[config.mk]
export PLATFORM = sky130hd
export DESIGN_NAME = rdp_codec
export DESIGN_NICKNAME = d
export VERILOG_FILES = /design/src/rtl/rdp_pkg.sv /design/src/rtl/rdp_store.sv /design/src/rtl/rdp_eqn.sv /design/src/rtl/rdp_ctrl.sv /design/src/rtl/rdp_codec.sv
export SDC_FILE = /design/constraint.sdc
export NUM_CORES = 1
export LEC_CHECK = 0
export BUFFER_PORTS_ARGS = -buffer_cell sky130_fd_sc_hd__buf_4
export CAP_MARGIN = 20
export CELL_PAD_IN_SITES_DETAIL_PLACEMENT = 0
export CELL_PAD_IN_SITES_GLOBAL_PLACEMENT = 1
export CORE_ASPECT_RATIO = 1.25
export CORE_MARGIN = 2
export CORE_UTILIZATION = 52
export CTS_CLUSTER_SIZE = 14
export DETAILED_ROUTE_END_ITERATION = 16
export HOLD_SLACK_MARGIN = 0.06
export PLACE_DENSITY = 0.89
export SYNTH_ARGS = -nofsm -noshare
export SYNTH_HDL_FRONTEND = slang
export SYNTH_SLANG_ARGS = --single-unit
[constraint.sdc]
create_clock -name clk -period 15.3 [get_ports clk]
set_input_delay 1.53 -clock clk [delete_from_list [all_inputs] [get_ports clk]]
set_output_delay 1.53 -clock clk [all_outputs]
set_load 0.02 [all_outputs]
[src/rtl/rdp_pkg.sv]
package rdp_pkg;

    typedef enum logic [0:0] {
        OP_ENCODE  = 1'b0,
        OP_RECOVER = 1'b1
    } op_e;

    typedef enum logic [0:0] {
        ST_IDLE = 1'b0,
        ST_RUN  = 1'b1
    } state_e;

    // Row on which diagonal d crosses column c (c < p); equal to p-1 means no row.
    function automatic int diag_row(input int d, input int c, input int p);
        return (d + p - c) % p;
    endfunction

endpackage

[src/rtl/rdp_store.sv]
module rdp_store #(
    parameter int P = 5,
    parameter int W = 8
) (
    input  logic                           clk,
    input  logic                           rst,
    input  logic                           host_we,
    input  logic [$clog2(P+1)-1:0]         host_col,
    input  logic [$clog2(P-1)-1:0]         host_row,
    input  logic [W-1:0]                   host_data,
    input  logic                           fix_we,
    input  logic [$clog2(P+1)-1:0]         fix_col,
    input  logic [$clog2(P-1)-1:0]         fix_row,
    input  logic [W-1:0]                   fix_data,
    input  logic [$clog2(P+1)-1:0]         rd_col,
    input  logic [$clog2(P-1)-1:0]         rd_row,
    output logic [W-1:0]                   rd_data,
    output logic [P:0][P-2:0][W-1:0]       words
);
    localparam int NC = P + 1;
    localparam int NR = P - 1;
    localparam int CW = $clog2(NC);
    localparam int RW = $clog2(NR);
    localparam logic [CW:0] COL_LIM = (CW+1)'(NC);
    localparam logic [RW:0] ROW_LIM = (RW+1)'(NR);

    logic host_ok;
    logic rd_ok;

    assign host_ok = ({1'b0, host_col} < COL_LIM) && ({1'b0, host_row} < ROW_LIM);
    assign rd_ok   = ({1'b0, rd_col} < COL_LIM) && ({1'b0, rd_row} < ROW_LIM);
    assign rd_data = rd_ok ? words[rd_col][rd_row] : '0;

    always_ff @(posedge clk) begin
        if (rst) begin
            words <= '0;
        end else if (fix_we) begin
            words[fix_col][fix_row] <= fix_data;
        end else if (host_we && host_ok) begin
            words[host_col][host_row] <= host_data;
        end
    end

endmodule

[src/rtl/rdp_eqn.sv]
module rdp_eqn
    import rdp_pkg::*;
#(
    parameter int P = 5,
    parameter int W = 8
) (
    input  logic [P:0][P-2:0][W-1:0]   words,
    input  logic [P:0][P-2:0]          miss,
    output logic                       fix_ok,
    output logic [$clog2(P+1)-1:0]     fix_col,
    output logic [$clog2(P-1)-1:0]     fix_row,
    output logic [W-1:0]               fix_val
);
    localparam int NC = P + 1;
    localparam int NR = P - 1;
    localparam int NE = 2 * NR;          // diagonals 0..NR-1, then rows 0..NR-1
    localparam int CW = $clog2(NC);
    localparam int RW = $clog2(NR);
    localparam logic [CW:0] CNT_ONE = 1;

    logic [NE-1:0]         eq_ok;
    logic [NE-1:0][CW-1:0] eq_col;
    logic [NE-1:0][RW-1:0] eq_row;
    logic [NE-1:0][W-1:0]  eq_val;

    for (genvar e = 0; e < NE; e++) begin : g_eq
        logic [P:0]         m_in;
        logic [P:0]         m_gone;
        logic [P:0][W-1:0]  m_word;
        logic [P:0][RW-1:0] m_row;
        logic [W-1:0]       acc;
        logic [CW:0]        cnt;
        logic [CW-1:0]      pick_c;
        logic [RW-1:0]      pick_r;

        // slot s is column s; slot P is the stored diagonal word
        for (genvar s = 0; s <= P; s++) begin : g_slot
            localparam int SR = (s == P) ? e : ((e < NR) ? diag_row(e, s, P) : (e - NR));
            localparam bit ON = (s == P) ? (e < NR) : (SR < NR);
            if (ON) begin : g_on
                assign m_in[s]   = 1'b1;
                assign m_gone[s] = miss[s][SR];
                assign m_word[s] = words[s][SR];
                assign m_row[s]  = RW'(SR);
            end else begin : g_off
                assign m_in[s]   = 1'b0;
                assign m_gone[s] = 1'b0;
                assign m_word[s] = '0;
                assign m_row[s]  = '0;
            end
        end

        always_comb begin
            acc    = '0;
            cnt    = '0;
            pick_c = '0;
            pick_r = '0;
            for (int s = 0; s <= P; s++) begin
                if (m_gone[s]) begin
                    cnt    = cnt + CNT_ONE;
                    pick_c = CW'(s);
                    pick_r = m_row[s];
                end else if (m_in[s]) begin
                    acc = acc ^ m_word[s];
                end
            end
        end

        assign eq_ok[e]  = (cnt == CNT_ONE);
        assign eq_col[e] = pick_c;
        assign eq_row[e] = pick_r;
        assign eq_val[e] = acc;
    end

    // lowest equation index wins: diagonal equations before row equations
    always_comb begin
        fix_ok  = 1'b0;
        fix_col = '0;
        fix_row = '0;
        fix_val = '0;
        for (int e = NE - 1; e >= 0; e--) begin
            if (eq_ok[e]) begin
                fix_ok  = 1'b1;
                fix_col = eq_col[e];
                fix_row = eq_row[e];
                fix_val = eq_val[e];
            end
        end
    end

endmodule

[src/rtl/rdp_ctrl.sv]
module rdp_ctrl
    import rdp_pkg::*;
#(
    parameter int P = 5
) (
    input  logic                       clk,
    input  logic                       rst,
    input  logic                       start,
    input  op_e                        op,
    input  logic [P:0]                 fail_mask,
    input  logic                       fix_ok,
    input  logic [$clog2(P+1)-1:0]     fix_col,
    input  logic [$clog2(P-1)-1:0]     fix_row,
    output logic [P:0][P-2:0]          miss,
    output logic                       fix_we,
    output logic                       busy,
    output logic                       done,
    output logic                       err
);
    localparam int NC = P + 1;
    localparam int NR = P - 1;
    localparam int CW = $clog2(NC);
    localparam logic [NC-1:0] PAR_MASK = {2'b11, {(NC-2){1'b0}}};
    localparam logic [CW:0]   MAX_LOST = 2;

    state_e        st;
    logic [NC-1:0] eff;
    logic [CW:0]   nlost;
    logic          any_miss;

    always_comb begin
        eff   = (op == OP_ENCODE) ? PAR_MASK : fail_mask;
        nlost = '0;
        for (int c = 0; c < NC; c++) begin
            nlost = nlost + {{CW{1'b0}}, eff[c]};
        end
    end

    assign any_miss = |miss;
    assign busy     = (st == ST_RUN);
    assign fix_we   = busy && any_miss && fix_ok;

    always_ff @(posedge clk) begin
        if (rst) begin
            st   <= ST_IDLE;
            miss <= '0;
            done <= 1'b0;
            err  <= 1'b0;
        end else begin
            case (st)
                ST_IDLE: begin
                    if (start) begin
                        done <= 1'b0;
                        err  <= (nlost > MAX_LOST);
                        if (nlost <= MAX_LOST) begin
                            st <= ST_RUN;
                            for (int c = 0; c < NC; c++) begin
                                miss[c] <= {NR{eff[c]}};
                            end
                        end
                    end
                end
                ST_RUN: begin
                    if (!any_miss) begin
                        done <= 1'b1;
                        st   <= ST_IDLE;
                    end else if (fix_ok) begin
                        miss[fix_col][fix_row] <= 1'b0;
                    end else begin
                        err <= 1'b1;
                        st  <= ST_IDLE;
                    end
                end
                default: st <= ST_IDLE;
            endcase
        end
    end

endmodule

[src/rtl/rdp_codec.sv]
module rdp_codec
    import rdp_pkg::*;
#(
    parameter int P = 5,
    parameter int W = 8
) (
    input  logic                       clk,
    input  logic                       rst,
    input  logic                       start,
    input  logic                       op,
    input  logic [P:0]                 fail_mask,
    input  logic                       wr_en,
    input  logic [$clog2(P+1)-1:0]     wr_col,
    input  logic [$clog2(P-1)-1:0]     wr_row,
    input  logic [W-1:0]               wr_data,
    input  logic [$clog2(P+1)-1:0]     rd_col,
    input  logic [$clog2(P-1)-1:0]     rd_row,
    output logic [W-1:0]               rd_data,
    output logic                       busy,
    output logic                       done,
    output logic                       err
);
    localparam int CW = $clog2(P + 1);
    localparam int RW = $clog2(P - 1);

    logic [P:0][P-2:0][W-1:0] words;
    logic [P:0][P-2:0]        miss;
    logic                     fix_ok;
    logic                     fix_we;
    logic [CW-1:0]            fix_col;
    logic [RW-1:0]            fix_row;
    logic [W-1:0]             fix_val;
    logic                     host_we;
    op_e                      op_sel;

    assign host_we = wr_en && !busy;
    assign op_sel  = op ? OP_RECOVER : OP_ENCODE;

    rdp_store #(.P(P), .W(W)) u_store (
        .clk       (clk),
        .rst       (rst),
        .host_we   (host_we),
        .host_col  (wr_col),
        .host_row  (wr_row),
        .host_data (wr_data),
        .fix_we    (fix_we),
        .fix_col   (fix_col),
        .fix_row   (fix_row),
        .fix_data  (fix_val),
        .rd_col    (rd_col),
        .rd_row    (rd_row),
        .rd_data   (rd_data),
        .words     (words)
    );

    rdp_eqn #(.P(P), .W(W)) u_eqn (
        .words   (words),
        .miss    (miss),
        .fix_ok  (fix_ok),
        .fix_col (fix_col),
        .fix_row (fix_row),
        .fix_val (fix_val)
    );

    rdp_ctrl #(.P(P)) u_ctrl (
        .clk       (clk),
        .rst       (rst),
        .start     (start),
        .op        (op_sel),
        .fail_mask (fail_mask),
        .fix_ok    (fix_ok),
        .fix_col   (fix_col),
        .fix_row   (fix_row),
        .miss      (miss),
        .fix_we    (fix_we),
        .busy      (busy),
        .done      (done),
        .err       (err)
    );

endmodule

# ---- Word level (Yosys, flattened, before mapping)
# Cells that the tools add are included.
dict set report classes {
  add_sub_neg 33
  order_cmp 14
  eq_ne 14
  mux 204
  bitwise_logic 35
  reduce_logical 14
}
# operator count
set op_table {}
lappend op_table {{$bwmux 192} 2}
lappend op_table {{$mux 192} 2}
lappend op_table {{$mux 8} 48}
lappend op_table {{$xor 8x8->8} 32}
lappend op_table {{$demux 32 s3} 2}
lappend op_table {{$mux 4} 33}
lappend op_table {{$add 4x1->4 const B} 25}
lappend op_table {{$bmux 32 s3} 1}
lappend op_table {{$mux 24} 4}
lappend op_table {{$mux 32} 3}
lappend op_table {{$mux 2} 43}
lappend op_table {{$mux 3} 24}
lappend op_table {{$pmux 24 s2} 1}
lappend op_table {{$demux 8 s2} 2}
lappend op_table {{$eq 4x1->1 const B} 8}
lappend op_table {{$mux 1} 32}
lappend op_table {{$and 24x24->24} 1}
lappend op_table {{$not 24->24} 1}
lappend op_table {{$reduce_or 24->1} 1}
lappend op_table {{$add 4x1->4} 4}
lappend op_table {{$bmux 8 s2} 1}
lappend op_table {{$demux 4 s3} 1}
lappend op_table {{$lt 3x4->1 const B} 3}
lappend op_table {{$lt 2x3->1 const B} 3}
lappend op_table {{19 further kinds} 37}
dict set report totals {
  regBits 219
  inputBits 29
  output_inout_bits 11
  elab_cells 347
}

# ---- Longest topological paths before layout
# Gate-level depths: netlist of run 1.
dict set report logic_depth {
  ltp_word 29
  mapped_depth 23
}

# ---- Modules after synthesis
# Synthesis of run 1 repeated with hierarchy kept, for this count alone.
dict set report hier_totals {
  hier_cells 2231
  hier_area_um2 18342.6
}
# mod instances cells_per_inst area_per_inst_um2
set modules_own_cells {}
lappend modules_own_cells {rdp_store 1 1193 10478.8}
lappend modules_own_cells {rdp_eqn 1 896 6475.0}
lappend modules_own_cells {rdp_ctrl 1 141 1375.1}
lappend modules_own_cells {rdp_codec 1 1 13.8}

# ---- Worst setup path after synthesis of run 1
# Ideal clock, no wire load.
dict set report synth_path {
  path_type {reg2reg}
  startpoint {register u_ctrl.miss[11] (netlist bit)}
  endpoint {register u_store.words[3] (netlist name)}
  setup_ns 0.132
  t_arrival_ns 5.028
  path_slack_ns 10.140
  path_stages_with_launch 22
  path_buffers 4
  cell_sequence {dfxtp_1 clkbuf_1 inv_1 ha_1 buf_2 xnor2_1 inv_1 ha_1 mux2_2 ha_1 xnor2_1 a311o_1 and4_1 clkbuf_2 or4_4 a2111oi_4 or2_1 buf_4 nand2_1 o32a_1 a221oi_1 nor3_1}
}
dict set report synth_between {
  elab_chain_cells 22
  word_cells_on_any_way 88
}
# item line_no
set synth_rtl {}
lappend synth_rtl {{start, declared} rdp_ctrl.sv:14} ;# output logic [P:0][P-2:0] miss,
lappend synth_rtl {{start signal, assigned by index} rdp_ctrl.sv:58} ;# miss[c] <= {NR{eff[c]}};
lappend synth_rtl {{$mux 4} rdp_eqn.sv:59} ;# if (m_gone[s]) begin
lappend synth_rtl {{$add 4x1->4} rdp_eqn.sv:60} ;# cnt = cnt + CNT_ONE;
lappend synth_rtl {{$mux 4} rdp_eqn.sv:59}
lappend synth_rtl {{$add 4x1->4} rdp_eqn.sv:60}
lappend synth_rtl {{$mux 4} rdp_eqn.sv:59}
lappend synth_rtl {{$eq 4x1->1} rdp_eqn.sv:69} ;# assign eq_ok[e] = (cnt == CNT_ONE);
lappend synth_rtl {{$mux 2 (8 in series)} rdp_eqn.sv:82} ;# if (eq_ok[e]) begin
lappend synth_rtl {{$lt 2x3->1 (not written as such) / $ge 2x1->1 (equally long branches)} rdp_store.sv:38} ;# words[fix_col][fix_row] <= fix_data;
lappend synth_rtl {{$logic_and 1x1->1 (not written as such)} rdp_store.sv:38}
lappend synth_rtl {{$mux 8 (not written as such)} rdp_store.sv:38}
lappend synth_rtl {{$demux 8 s2} n/a}
lappend synth_rtl {{$mux 32 (not written as such)} rdp_store.sv:38}
lappend synth_rtl {{$demux 32 s3} n/a}
lappend synth_rtl {{$bwmux 192} rdp_store.sv:38}
lappend synth_rtl {{$mux 192} rdp_store.sv:37} ;# end else if (fix_we) begin
# Parallel ways exist; a longest one is shown, timed or not.
# A chain may end at the register's enable or synchronous reset.

# ---- Worst setup path after layout of run 1
dict set report layout_path {
  startpoint {register u_ctrl.miss[8] (netlist bit)}
  endpoint {register u_store.words[31] (netlist name)}
}
dict set report layout_between {
  elab_chain_cells 19
  word_cells_on_any_way 67
}
# item line_no
set layout_rtl {}
lappend layout_rtl {{$mux 4} rdp_eqn.sv:59}
lappend layout_rtl {{$add 4x1->4} rdp_eqn.sv:60}
lappend layout_rtl {{$mux 4} rdp_eqn.sv:59}
lappend layout_rtl {{$add 4x1->4} rdp_eqn.sv:60}
lappend layout_rtl {{$mux 4} rdp_eqn.sv:59}
lappend layout_rtl {{$eq 4x1->1} rdp_eqn.sv:69}
lappend layout_rtl {{$mux 2 (5 in series)} rdp_eqn.sv:82}
lappend layout_rtl {{$lt 2x3->1 (not written as such) / $ge 2x1->1 (equally long branches)} rdp_store.sv:38}
lappend layout_rtl {{$logic_and 1x1->1 (not written as such)} rdp_store.sv:38}
lappend layout_rtl {{$mux 8 (not written as such)} rdp_store.sv:38}
lappend layout_rtl {{$demux 8 s2} n/a}
lappend layout_rtl {{$mux 32 (not written as such)} rdp_store.sv:38}
lappend layout_rtl {{$demux 32 s3} n/a}
lappend layout_rtl {{$bwmux 192} rdp_store.sv:38}
lappend layout_rtl {{$mux 192} rdp_store.sv:37}
# Parallel ways exist; a longest one is shown, timed or not.

==> summary.txt, run 1 <==
Finish
  – Non-filler instance count after layout: between 2k and 3k
  – Final core occ: a little under three fifths
  – Area of the multi-input gates: 0.0135 mm2
  – N_diodes: 0
  – Register area: 0.00438 mm2
  – Number of nets in the layout: roughly 2.3k
  – Ratio of cells with drive above 1 in the final layout: 12.7%
  – Area Overhead vs Synth: 7.05%
  – Filler Cells Inserted: around 3.4k

Logic synthesis
  – Asr flop ratio synth: 0%
  – Top cell type's share of synthesized area: around a quarter
  – Post-Synthesis Net Count: 2329
  – Main synth FF type: dfxtp_1
  – Synth Instances: approximately 2.3k
  – Ranking of synthesized cells by area: dfxtp_1 23%, xnor2_1 11%, a221oi_1 6.9%, nor2b_1 6.0%, nor2_1 6.0%
  – Count leader, synth: nor2_1
  – Post-synthesis sequential area ratio: about a quarter
  – Post-synth EDFFs: 0
  – Post-synth top cells: 299 x nor2_1, 225 x xnor2_1, 219 x dfxtp_1
  – Yosys top cell by area: dfxtp_1
  – Yosys warnings: 0
  – Synth cell types: 110
  – Syn Std Cell Area: approximately 0.019 mm2
  – Avg Inst Size Synth: 8.30 um2
  – Yosys reg bits: about 220

STA
  – Max Slew Vio Count: 0
  – Crit share post-route: 44.9%
  – Setup TNS: 0 ns
  – Max Fclk: between 100 and 150 MHz
  – Setup violations, final: 0
  – Worst Tran Pin Value: roughly 1.3 ns
  – Worst Skew: about 0.011 ns
  – Final hold slack: approximately 0.48 ns
  – Min cycle time layout: just under 7 ns
  – Fin. Hold Viols: 0
  – Relative slew slack: a little under an eighth
  – RSZ-0062 raised after global routing: no

Min path
  – Hold Path Depth: 2
  – Min-Delay Path Class: flop to flop
  – Worst min-delay path startpoint: u_ctrl.done
  – Hold endpoint: u_ctrl.done

Worst setup path
  – Worst-path maximum fanout: 22
  – R2R cell count: 16
  – Required @ worst endpoint: 15.67 ns
  – Crit path launch type: flop
  – CP arrival: between 7 and 8 ns
  – Worst path slowest cell: dfxtp_1
  – Worst-path cell chain: clkinv_1 -> mux2i_1 -> ha_1 -> mux2_2 -> ha_1 -> nand3b_1 -> and4_1 -> o311ai_0 -> nand2_1 -> o21ai_0 -> a31o_1 -> buf_4 -> nand2_2 -> o32a_1 -> a221oi_1 -> nor3_1
  – Reg2reg end: u_store.words[31]
  – CP dominant cell by count: ha_1
  – Setup CP Type: flop to flop
  – CP bufs+invs: 2
  – CP endpoint kind: flop
  – FF-to-FF setup slack: 8.43 ns
  – Worst r2r src: u_ctrl.miss[8]
  – Max incr delay on CP: a little under 0.9 ns
  – Largest delay contributor family on the critical path: compound AO/OA/AOI/OAI gates

Floorplanning
  – CORE AREA: between 0.03 and 0.04 mm2
  – Starting Density: around 53%
  – Die area: 0.0376 mm2
  – Die span in x: 174 um
  – I/O Pins: 40
  – Row cnt: just under 80
  – Die height: 216 um

Flow run
  – Max-Cap Viols: 0

GRT
  – Largest net degree at the start of global routing: 134
  – Antenna violations before repair: 0
  – Number of global-route vias before repair: around 19k
  – Total global routing overflow: 0
  – GRT Total Usage: 49.7%
  – First-pass GRT wire length: between 100000 and 150000 um

Drt
  – Initial DRC count: between 2k and 3k
  – Drt pass-1 iters: 8
  – Residual DRC count: 0
  – Final wirelength: 95500 um
  – DRT antenna net count: 0
  – Wirelength per Cell: ~35 um
  – Vias: between 15k and 20k
  – Vias/cell: between 7 and 8

Power and ir drop
  – Leakage Power: around 7.1 nW
  – Highest ir drop seen on vdd: about 0.17 mV
  – Total power: approximately 3.9 mW
  – Pwr Density: between 150 and 200 mW/mm2

Clock tree
  – Total CTS buffers: 23
  – Clk pin slew, worst setup/hold paths: approximately 0.07 ns
  – CTS resizes: 0
  – Worst skew pair latency: ~0.54 ns
  – TritonCTS clock tree: done
  – Post-CTS setup buffers: 0
  – Clock Sinks: ~220
  – Cts hold-fix bufs: 0
  – Clock Tree Buf Depth: 3
  – H-tree Lvls: 1
  – Root Buffer Master: clkbuf_16

Place
  – DP HPWL: between 70000 and 80000 um
  – Post-placement cell count: approximately 2.7k
  – I/O Buffers: 39
  – Placer Congestion: approximately 1.2

Run status
  – Outcome: completed
[per-stage QoR]
| step | area, um2 | worst slack (ns) |
|---|---|---|
| 6_report | 20100 | 8.43 |
| 5_1_grt | 20100 | 8.20 |
| 4_1_cts | 20100 | 8.65 |
| 3_5_place_dp | 19400 | 8.70 |
| 3_3_place_gp | 19400 | 8.76 |
| 2_1_floorplan | 18800 | 10.14 |
[worst max path at each step]
stage	from	endpoint	slack (ns)	cells past startpoint
2_1_floorplan	u_ctrl.miss[11]	u_store.words[3]	10.14	21
3_3_place_gp	u_ctrl.miss[3]	u_store.words[144]	8.76	18
3_5_place_dp	u_ctrl.miss[6]	u_store.words[146]	8.70	18
4_1_cts	u_ctrl.miss[6]	u_store.words[146]	8.65	18
5_1_grt	u_ctrl.miss[8]	u_store.words[31]	8.20	16
6_report	u_ctrl.miss[8]	u_store.words[31]	8.43	16
[power breakdown]
group	internal (mW)	leakage, nW	switching [mW]
Clock	0.285	0.334	0.253
Sequential	0.635	1.77	0.0981
Combinational	0.698	4.96	1.95
[registers in the layout (all words and copies together) (netlist names)]
register       cells
u_ctrl.busy        1
u_ctrl.done        1
u_ctrl.err         1
u_ctrl.miss       24
u_store.words    192
[layout by cell type, fill, tap and decap left out, types with 11 or more instances in the layout]
cell type	instances
a31oi_1	11
nor3_1	186
o21ai_0	42
nand3_1	24
xor2_1	37
nor4_1	16
nor2_1	296
ha_1	39
a22oi_1	35
inv_1	41
mux4_2	49
clkbuf_16	23
nor3_2	12
xnor2_1	225
and2_1	14
a221oi_1	147
a21oi_1	64
nand2b_1	38
xnor3_1	11
o22ai_1	18
o31a_1	11
dfxtp_1	219
nor2b_1	181
nand2_1	82
a211oi_1	45
buf_4	94
[area by class of cell]
cell class / instances / share of cell area [%]
multi-input cells: 1827 / 67.3
well taps: 474 / 2.95
clock inverters: 8 / 0.256
inverters: 44 / 0.823
flip-flops and latches: 219 / 21.8
clock buffers: 29 / 3.08
repair buffers: 98 / 3.73
[logic make-up (layout without fill, tap and decap cells)]
family / count (synthesis) / count (layout) / synth area share (%)
simple gates: 939 / 939 / 26.5
fa+ha+maj: 42 / 42 / 2.92
xor+xnor: 276 / 276 / 13.9
buf+inv: 212 / 179 / 4.78
compound gates: 510 / 510 / 21.9
mux: 60 / 60 / 6.52
flops: 219 / 219 / 23.4
[tightest hold or removal path: stages, from the launching register on]
cell,delay (ns)
dfxtp_1,0.31
o21ai_0,0.06
a21oi_1,0.06
[routing by layer]
metal / vias to the layer above / GRT usage (%) / share of wire, %
met3: 480 / 12.6 / 12
met4: 0 / 43.5 / 11
met1: 9379 / 57.7 / 34
li1: 8230 / - / -
met5: - / 0 / 0
met2: 1651 / 76.0 / 42
Note: power is estimated with default switching activity, not from simulation.
==> run 2, diff against run 1 <==
--- a/config.mk
+++ b/config.mk
@@ -11,11 +11,11 @@
 export CELL_PAD_IN_SITES_GLOBAL_PLACEMENT = 1
 export CORE_ASPECT_RATIO = 1.25
 export CORE_MARGIN = 2
-export CORE_UTILIZATION = 52
+export CORE_UTILIZATION = 50
 export CTS_CLUSTER_SIZE = 14
 export DETAILED_ROUTE_END_ITERATION = 16
 export HOLD_SLACK_MARGIN = 0.06
-export PLACE_DENSITY = 0.89
+export PLACE_DENSITY = 0.87
 export SYNTH_ARGS = -nofsm -noshare
 export SYNTH_HDL_FRONTEND = slang
 export SYNTH_SLANG_ARGS = --single-unit
==> constraint.sdc (replaced) <==
create_clock -name clk -period 6.6 [get_ports clk]
set_input_delay 0.66 -clock clk [delete_from_list [all_inputs] [get_ports clk]]
set_output_delay 0.66 -clock clk [all_outputs]
set_load 0.02 [all_outputs]
==> summary.txt, run 2 (same netlist as run 1, synthesis figures left out) <==
GRT
  – Number of global-route vias before repair: 18.2k (was 18.6k)
  – Largest net degree at the start of global routing: 85 (was 134)
  – First-pass GRT wire length: 135000 um (about the same)
  – GRT Total Usage: 49.3% (was 49.7%)
  – Total global routing overflow: 0 (unchanged)
  – Antenna violations before repair: 0 (unchanged)

Finish
  – Biggest regs: u_store.words x192, u_ctrl.miss x24 (unchanged)
  – Register area: 0.00438 mm2 (unchanged)
  – Filler Cells Inserted: 3534 (was 3442)
  – Non-filler instance count after layout: 2738 (was 2699)
  – Commonest non-fill, non-tap cell in the layout: nor2_1 (unchanged)
  – Number of nets in the layout: 2310 (was 2284)
  – N_diodes: 0 (unchanged)
  – Most frequent cells in the layout: 299 x nor2_1, 225 x xnor2_1, 219 x dfxtp_1 (was 296 x nor2_1, 225 x xnor2_1, 219 x dfxtp_1)
  – Largest register FFs: 192 (unchanged)
  – Area Overhead vs Synth: 8.37% (was 7.05%)
  – Area of the multi-input gates: 0.0135 mm2 (about the same)
  – Ratio of cells with drive above 1 in the final layout: 13.4% (was 12.7%)
  – Largest Register: u_store.words (unchanged)

STA
  – Setup violations, final: 0 (unchanged)
  – Fin. Hold Viols: 0 (unchanged)
  – Crit share post-route: 96.7% (was 44.9%)
  – Setup TNS: 0 ns (unchanged)
  – Relative slew slack: 24.2% (was 11.7%)
  – Max Slew Vio Count: 0 (unchanged)
  – Worst Tran Pin Value: 1.13 ns (was 1.32 ns)
  – Max Fclk: 157 MHz (was 145 MHz)
  – Worst Skew: 0.0236 ns (was 0.0109 ns)
  – RSZ-0062 raised after global routing: no (unchanged)
  – Min cycle time layout: 6.38 ns (was 6.87 ns)
  – Final WS setup: 0.218 ns (was 8.43 ns)

Power and ir drop
  – Pwr Density: 464 mW/mm2 (was 195 mW/mm2)
  – Leakage Power: 7.20 nW (was 7.06 nW)
  – Highest ir drop seen on vdd: 0.460 mV (was 0.167 mV)

Drt
  – Vias: 19.7k (about the same)
  – Vias/cell: 7.18 (was 7.31)
  – Post-Route M1 WL: 33600 um (was 32600 um)
  – Met3 wire len: 11300 um (was 11900 um)
  – Met2 WL: 41900 um (was 40600 um)
  – Wirelength per Cell: 35.5 um (was 35.4 um)
  – DRT antenna net count: 0 (unchanged)
  – Final wirelength: 97300 um (was 95500 um)
  – Drt pass-1 iters: 6 (was 8)
  – Residual DRC count: 0 (unchanged)
  – Top sig layer: met4 (unchanged)
  – Initial DRC count: 2758 (was 2930)

Clock tree
  – Clock Tree Buf Depth: 3 (unchanged)
  – Root Buffer Master: clkbuf_16 (unchanged)
  – Clk pin slew, worst setup/hold paths: 0.06 ns (was 0.07 ns)
  – Post-CTS setup buffers: 0 (unchanged)
  – CTS resizes: 0 (unchanged)
  – Clock Sinks: 219 (unchanged)
  – Total CTS buffers: 25 (was 23)
  – Worst skew pair latency: 0.58 ns (was 0.54 ns)
  – Cts hold-fix bufs: 0 (unchanged)
  – TritonCTS clock tree: done (unchanged)
  – H-tree Lvls: 1 (unchanged)

Worst setup path
  – CP arrival: 6.87 ns (was 7.25 ns)
  – Max incr delay on CP: 0.73 ns (was 0.89 ns)
  – Worst r2r src: u_ctrl.miss[2] (was u_ctrl.miss[8])
  – Worst path slowest cell: or2_1 (was dfxtp_1)
  – Worst-path cell chain: inv_1 -> ha_1 -> xor2_1 -> ha_1 -> mux2_2 -> ha_1 -> xnor3_1 -> o2bb2ai_1 -> buf_4 -> mux2_2 -> a2111oi_4 -> or2_1 -> buf_4 -> nor3_2 -> a21oi_1 -> a221oi_1 -> nor3_1 (was clkinv_1 -> mux2i_1 -> ha_1 -> mux2_2 -> ha_1 -> nand3b_1 -> and4_1 -> o311ai_0 -> nand2_1 -> o21ai_0 -> a31o_1 -> buf_4 -> nand2_2 -> o32a_1 -> a221oi_1 -> nor3_1)
  – CP endpoint kind: flop (unchanged)
  – Setup CP Type: flop to flop (unchanged)
  – R2R cell count: 17 (was 16)
  – CP dominant cell by count: ha_1 (unchanged)
  – Crit path launch type: flop (unchanged)
  – Required @ worst endpoint: 7.09 ns (was 15.67 ns)
  – Worst-path maximum fanout: 13 (was 22)
  – CP Launch Point: u_ctrl.miss[2] (was u_ctrl.miss[8])
  – Reg2reg end: u_store.words[105] (was u_store.words[31])
  – FF-to-FF setup slack: 0.22 ns (was 8.43 ns)

Floorplanning
  – I/O Pins: 40 (unchanged)
  – Die height: 221 um (was 216 um)
  – Row cnt: 79 (was 77)
  – CORE AREA: 0.0371 mm2 (was 0.0355 mm2)
  – Die area: 0.0391 mm2 (was 0.0376 mm2)
  – Die span in x: 177 um (was 174 um)
  – Starting Density: 50.6% (was 52.9%)

Min path
  – Worst min-delay path startpoint: wr_data[6] (was u_ctrl.done)
  – Hold Path Depth: 3 (was 2)
  – Min-Delay Path Class: input pin to flop (was flop to flop)
  – Hold endpoint: u_store.words[78] (was u_ctrl.done)

Place
  – I/O Buffers: 39 (unchanged)
  – Placer Congestion: 1.10 (was 1.20)
  – Post-placement cell count: 2698 (was 2660)
  – Setup WS pre-CTS: 0.430 ns (was 8.70 ns)
  – DP HPWL: 73300 um (was 71300 um)

Run status
  – Outcome: completed (unchanged)

Flow run
  – Max-Cap Viols: 0 (unchanged)
-- run 2: stage by stage --
| step | cell area, um2 | hold slack [ns] | power (mW) | utilization (%) |
|---|---|---|---|---|
| 5_1_grt | 20300 | 0.423 | 9.54 | 54.8 |
| 3_3_place_gp | 19600 | 0.456 | 7.69 | 52.8 |
| 3_5_place_dp | 19600 | 0.463 | 7.72 | 52.8 |
| 6_report | 20300 | 0.398 | 9.42 | 54.8 |
| 4_1_cts | 20300 | 0.393 | 9.06 | 54.8 |
| 2_1_floorplan | 18800 | 0.439 | 5.47 | - |
-- run 2: critical path: cells and delay by family, from the launching register on --
family	cells	cell delay, ns
xor gates and xnor gates	2	0.59
muxes	2	0.73
and+or+nand+nor	3	1.05
AOI/OAI and AO/OA	4	1.50
adders and majority gates	3	0.97
DFF	1	0.64
buffers and inverters	3	0.80
-- run 2: area by class of cell --
| type | count | share of cell area, % |
|---|---|---|
| multi-input cells | 1827 | 66.3 |
| flip-flops and latches | 219 | 21.6 |
| repair buffers | 122 | 4.59 |
| clock buffers | 33 | 3.32 |
| well taps | 486 | 2.99 |
| inverters | 44 | 0.813 |
| clock inverters | 7 | 0.369 |
-- run 2: power breakdown --
group / total (mW) / internal [mW] / switching, mW
Clock: 1.37 / 0.753 / 0.612
Combinational: 6.37 / 1.70 / 4.67
Sequential: 1.69 / 1.47 / 0.217
Total: 9.42 / 3.92 / 5.50
-- run 2: how the worst max path moves through the flow --
stage / end / slack, ns / depth (start not counted)
floorplan: u_store.words[3] / 1.44 / 21
global placement: u_store.words[104] / 0.56 / 17
detailed placement: u_store.words[151] / 0.43 / 16
CTS: u_store.words[151] / 0.43 / 16
global route: u_store.words[105] / 0.04 / 17
finish: u_store.words[105] / 0.22 / 17
-- run 2: layer usage --
layer / global-route usage [%] / vias up
met2: 75.3 / 1534
li1: - / 8279
met4: 42.2 / 0
met5: 0 / -
met3: 11.9 / 412
met1: 58.0 / 9442
==> run 3, diff against run 2 <==
--- a/config.mk
+++ b/config.mk
@@ -6,16 +6,16 @@
 export NUM_CORES = 1
 export LEC_CHECK = 0
 export BUFFER_PORTS_ARGS = -buffer_cell sky130_fd_sc_hd__buf_4
-export CAP_MARGIN = 20
+export CAP_MARGIN = 10
 export CELL_PAD_IN_SITES_DETAIL_PLACEMENT = 0
 export CELL_PAD_IN_SITES_GLOBAL_PLACEMENT = 1
-export CORE_ASPECT_RATIO = 1.25
 export CORE_MARGIN = 2
 export CORE_UTILIZATION = 50
 export CTS_CLUSTER_SIZE = 14
 export DETAILED_ROUTE_END_ITERATION = 16
 export HOLD_SLACK_MARGIN = 0.06
 export PLACE_DENSITY = 0.87
+export SETUP_SLACK_MARGIN = 0.3
 export SYNTH_ARGS = -nofsm -noshare
 export SYNTH_HDL_FRONTEND = slang
 export SYNTH_SLANG_ARGS = --single-unit
==> summary.txt, run 3 (same netlist as run 1, synthesis figures left out) <==
Run status
  – Outcome: completed (unchanged)

Drt
  – Vias/cell: 7.21 (was 7.18)
  – Drt pass-1 iters: 6 (unchanged)
  – Residual DRC count: 0 (unchanged)
  – DRT antenna net count: 0 (unchanged)
  – Vias: 19.7k (about the same)
  – Final wirelength: 91100 um (was 97300 um)
  – Initial DRC count: 2843 (was 2758)
  – Wirelength per Cell: 33.3 um (was 35.5 um)

Worst setup path
  – CP dominant cell by count: ha_1 (unchanged)
  – CP arrival: 6.62 ns (was 6.87 ns)
  – Required @ worst endpoint: 7.08 ns (was 7.09 ns)
  – Max incr delay on CP: 0.72 ns (was 0.73 ns)
  – Reg2reg end: u_store.words[43] (was u_store.words[105])
  – CP bufs+invs: 4 (was 3)
  – R2R cell count: 19 (was 17)
  – FF-to-FF setup slack: 0.47 ns (was 0.22 ns)
  – Worst r2r src: u_ctrl.miss[0] (was u_ctrl.miss[2])
  – Setup CP Type: flop to flop (unchanged)
  – CP endpoint kind: flop (unchanged)
  – Largest delay contributor family on the critical path: compound AO/OA/AOI/OAI gates (unchanged)
  – Worst-path maximum fanout: 14 (was 13)
  – Crit path launch type: flop (unchanged)
  – Worst path slowest cell: o221ai_2 (was or2_1)
  – Worst-path cell chain: inv_1 -> ha_1 -> xnor2_1 -> inv_1 -> ha_1 -> mux2_2 -> ha_1 -> xnor2_1 -> a311o_1 -> and4_1 -> buf_4 -> nor3_1 -> o311ai_2 -> o221ai_2 -> nand3_2 -> buf_4 -> o31ai_2 -> nor2_1 -> nor3_1 (was inv_1 -> ha_1 -> xor2_1 -> ha_1 -> mux2_2 -> ha_1 -> xnor3_1 -> o2bb2ai_1 -> buf_4 -> mux2_2 -> a2111oi_4 -> or2_1 -> buf_4 -> nor3_2 -> a21oi_1 -> a221oi_1 -> nor3_1)

Finish
  – Register area: 0.00439 mm2 (was 0.00438 mm2)
  – Filler Cells Inserted: 3454 (was 3534)
  – Largest Register: u_store.words (unchanged)
  – Area Overhead vs Synth: 9.65% (was 8.37%)
  – Non-filler instance count after layout: 2736 (was 2738)
  – Area of the multi-input gates: 0.0135 mm2 (about the same)
  – Number of nets in the layout: 2320 (was 2310)
  – Commonest non-fill, non-tap cell in the layout: nor2_1 (unchanged)
  – Largest register FFs: 192 (unchanged)
  – N_diodes: 0 (unchanged)
  – Biggest regs: u_store.words x192, u_ctrl.miss x24 (unchanged)
  – Final core occ: 55.9% (was 54.8%)
  – Most frequent cells in the layout: 299 x nor2_1, 225 x xnor2_1, 218 x dfxtp_1 (was 299 x nor2_1, 225 x xnor2_1, 219 x dfxtp_1)
  – Finished Cell Area: 0.0206 mm2 (was 0.0203 mm2)
  – Ratio of cells with drive above 1 in the final layout: 14.1% (was 13.4%)

Clock tree
  – Clock Sinks: 219 (unchanged)
  – Worst skew pair latency: 0.59 ns (was 0.58 ns)
  – Root Buffer Master: clkbuf_16 (unchanged)
  – Clk pin slew, worst setup/hold paths: 0.07 ns (was 0.06 ns)
  – Total CTS buffers: 27 (was 25)
  – TritonCTS clock tree: done (unchanged)
  – H-tree Lvls: 1 (unchanged)
  – Cts hold-fix bufs: 0 (unchanged)
  – Clock Tree Buf Depth: 3 (unchanged)

STA
  – Worst Tran Pin Value: 1.19 ns (was 1.13 ns)
  – RSZ-0062 raised after global routing: no (unchanged)
  – Worst Skew: 0.0230 ns (was 0.0236 ns)
  – Max Slew Vio Count: 0 (unchanged)
  – Final hold slack: 0.374 ns (was 0.398 ns)
  – Relative slew slack: 20.6% (was 24.2%)
  – Setup violations, final: 0 (unchanged)
  – Setup TNS: 0 ns (unchanged)
  – Max Fclk: 163 MHz (was 157 MHz)
  – Fin. Hold Viols: 0 (unchanged)
  – Min cycle time layout: 6.13 ns (was 6.38 ns)
  – Final WS setup: 0.465 ns (was 0.218 ns)
  – Crit share post-route: 93.0% (was 96.7%)

Power and ir drop
  – Flop pwr share: 17.4% (was 17.9%)
  – Highest ir drop seen on vdd: 0.331 mV (was 0.460 mV)
  – Total power: 9.61 mW (was 9.42 mW)
  – Clock network power share: 16.7% (was 14.5%)
  – Combinational power share: 65.9% (was 67.6%)
  – P_int: 4.21 mW (was 3.92 mW)
  – Pwr Density: 467 mW/mm2 (was 464 mW/mm2)
  – Leakage Power: 7.34 nW (was 7.20 nW)
  – Sw Share: 56.2% (was 58.4%)
  – Switching power: 5.40 mW (was 5.50 mW)

Min path
  – Hold Path Depth: 3 (unchanged)
  – Hold endpoint: u_store.words[74] (was u_store.words[78])
  – Min-Delay Path Class: input pin to flop (unchanged)
  – Worst min-delay path startpoint: wr_data[2] (was wr_data[6])

Place
  – Post-placement cell count: 2680 (was 2698)
  – I/O Buffers: 39 (unchanged)
  – Placed cell area: 0.0195 mm2 (was 0.0196 mm2)
  – DP HPWL: 68100 um (was 73300 um)
  – Placer Congestion: 1.10 (about the same)
  – Setup WS pre-CTS: 0.246 ns (was 0.430 ns)

Floorplanning
  – CORE AREA: 0.0368 mm2 (was 0.0371 mm2)
  – Die span in x: 198 um (was 177 um)
  – I/O Pins: 40 (unchanged)
  – Row cnt: 70 (was 79)
  – Die height: 198 um (was 221 um)
  – Starting Density: 51.0% (was 50.6%)
  – Die area: 0.0391 mm2 (about the same)

Flow run
  – Max-Cap Viols: 0 (unchanged)

GRT
  – First-pass GRT wire length: 128000 um (was 135000 um)
  – GRT Total Usage: 45.9% (was 49.3%)
  – Largest net degree at the start of global routing: 141 (was 85)
  – Number of global-route vias before repair: 18.3k (was 18.2k)
  – Antenna violations before repair: 3 (was 0)
  – Total global routing overflow: 0 (unchanged)
[run 3: cell types whose count changed in the layout (fill, tap and decap cells not counted), moves of 2 or more]
cell	previous run	this run
buf_4	120	128
clkbuf_8	2	6
bufinv_16	1	4
clkbuf_16	25	27
clkinv_2	1	3
[run 3: final cells by class]
type / count / area share (%)
multi-input combinational: 1827 / 65.7
sequential: 219 / 21.3
timing repair buffer: 130 / 4.83
clock buffer: 38 / 3.78
tap: 468 / 2.85
inverter: 44 / 0.803
clock inverter: 10 / 0.767
[run 3: worst reg2reg max path, stage by stage, from the launching register on]
cell	delay, ns
dfxtp_1	0.42
inv_1	0.09
ha_1	0.46
xnor2_1	0.35
inv_1	0.08
ha_1	0.30
mux2_2	0.27
ha_1	0.26
xnor2_1	0.15
a311o_1	0.36
and4_1	0.19
buf_4	0.22
nor3_1	0.37
o311ai_2	0.21
o221ai_2	0.72
nand3_2	0.32
buf_4	0.32
o31ai_2	0.68
nor2_1	0.08
nor3_1	0.17
[run 3: timing repair]
action | in CTS | in global routing
setup buffers | 0 | 8
setup endpoints to repair | 8 | 98
resized for setup | 1 | 3
pin swaps | 0 | 3
gates cloned | 0 | 0
endpoints found under the hold margin | 0 | 0
[run 3: power groups by stage]
stage | logic (mW) | registers (mW) | clock network, mW
3_3_place_gp | 5.86 | 1.68 | 0
3_5_place_dp | 5.88 | 1.68 | 0
5_1_grt | 6.45 | 1.68 | 1.66
4_1_cts | 5.91 | 1.66 | 1.60
6_report | 6.34 | 1.67 | 1.60
2_1_floorplan | 3.89 | 1.58 | 0
[run 3: routing by layer]
layer / global-route usage (%) / vias to the layer above / share of wire (%)
met1: 59.3 / 9457 / 37
met4: 30.7 / 0 / 8.0
li1: - / 8311 / -
met5: 0 / - / 0
met3: 12.9 / 358 / 14
met2: 66.4 / 1588 / 41
[run 3: worst max path at each step]
stage | from | endpoint | slack, ns | cells after the start
after global routing | u_ctrl.miss[0] | u_store.words[191] | 0.31 | 17
after CTS | u_ctrl.miss[7] | u_store.words[13] | 0.56 | 18
after global placement | u_ctrl.miss[7] | u_store.words[150] | 0.32 | 18
after floorplan | u_ctrl.miss[11] | u_store.words[3] | 1.44 | 21
after detailed placement | u_ctrl.miss[7] | u_store.words[145] | 0.25 | 18
final | u_ctrl.miss[0] | u_store.words[43] | 0.47 | 19
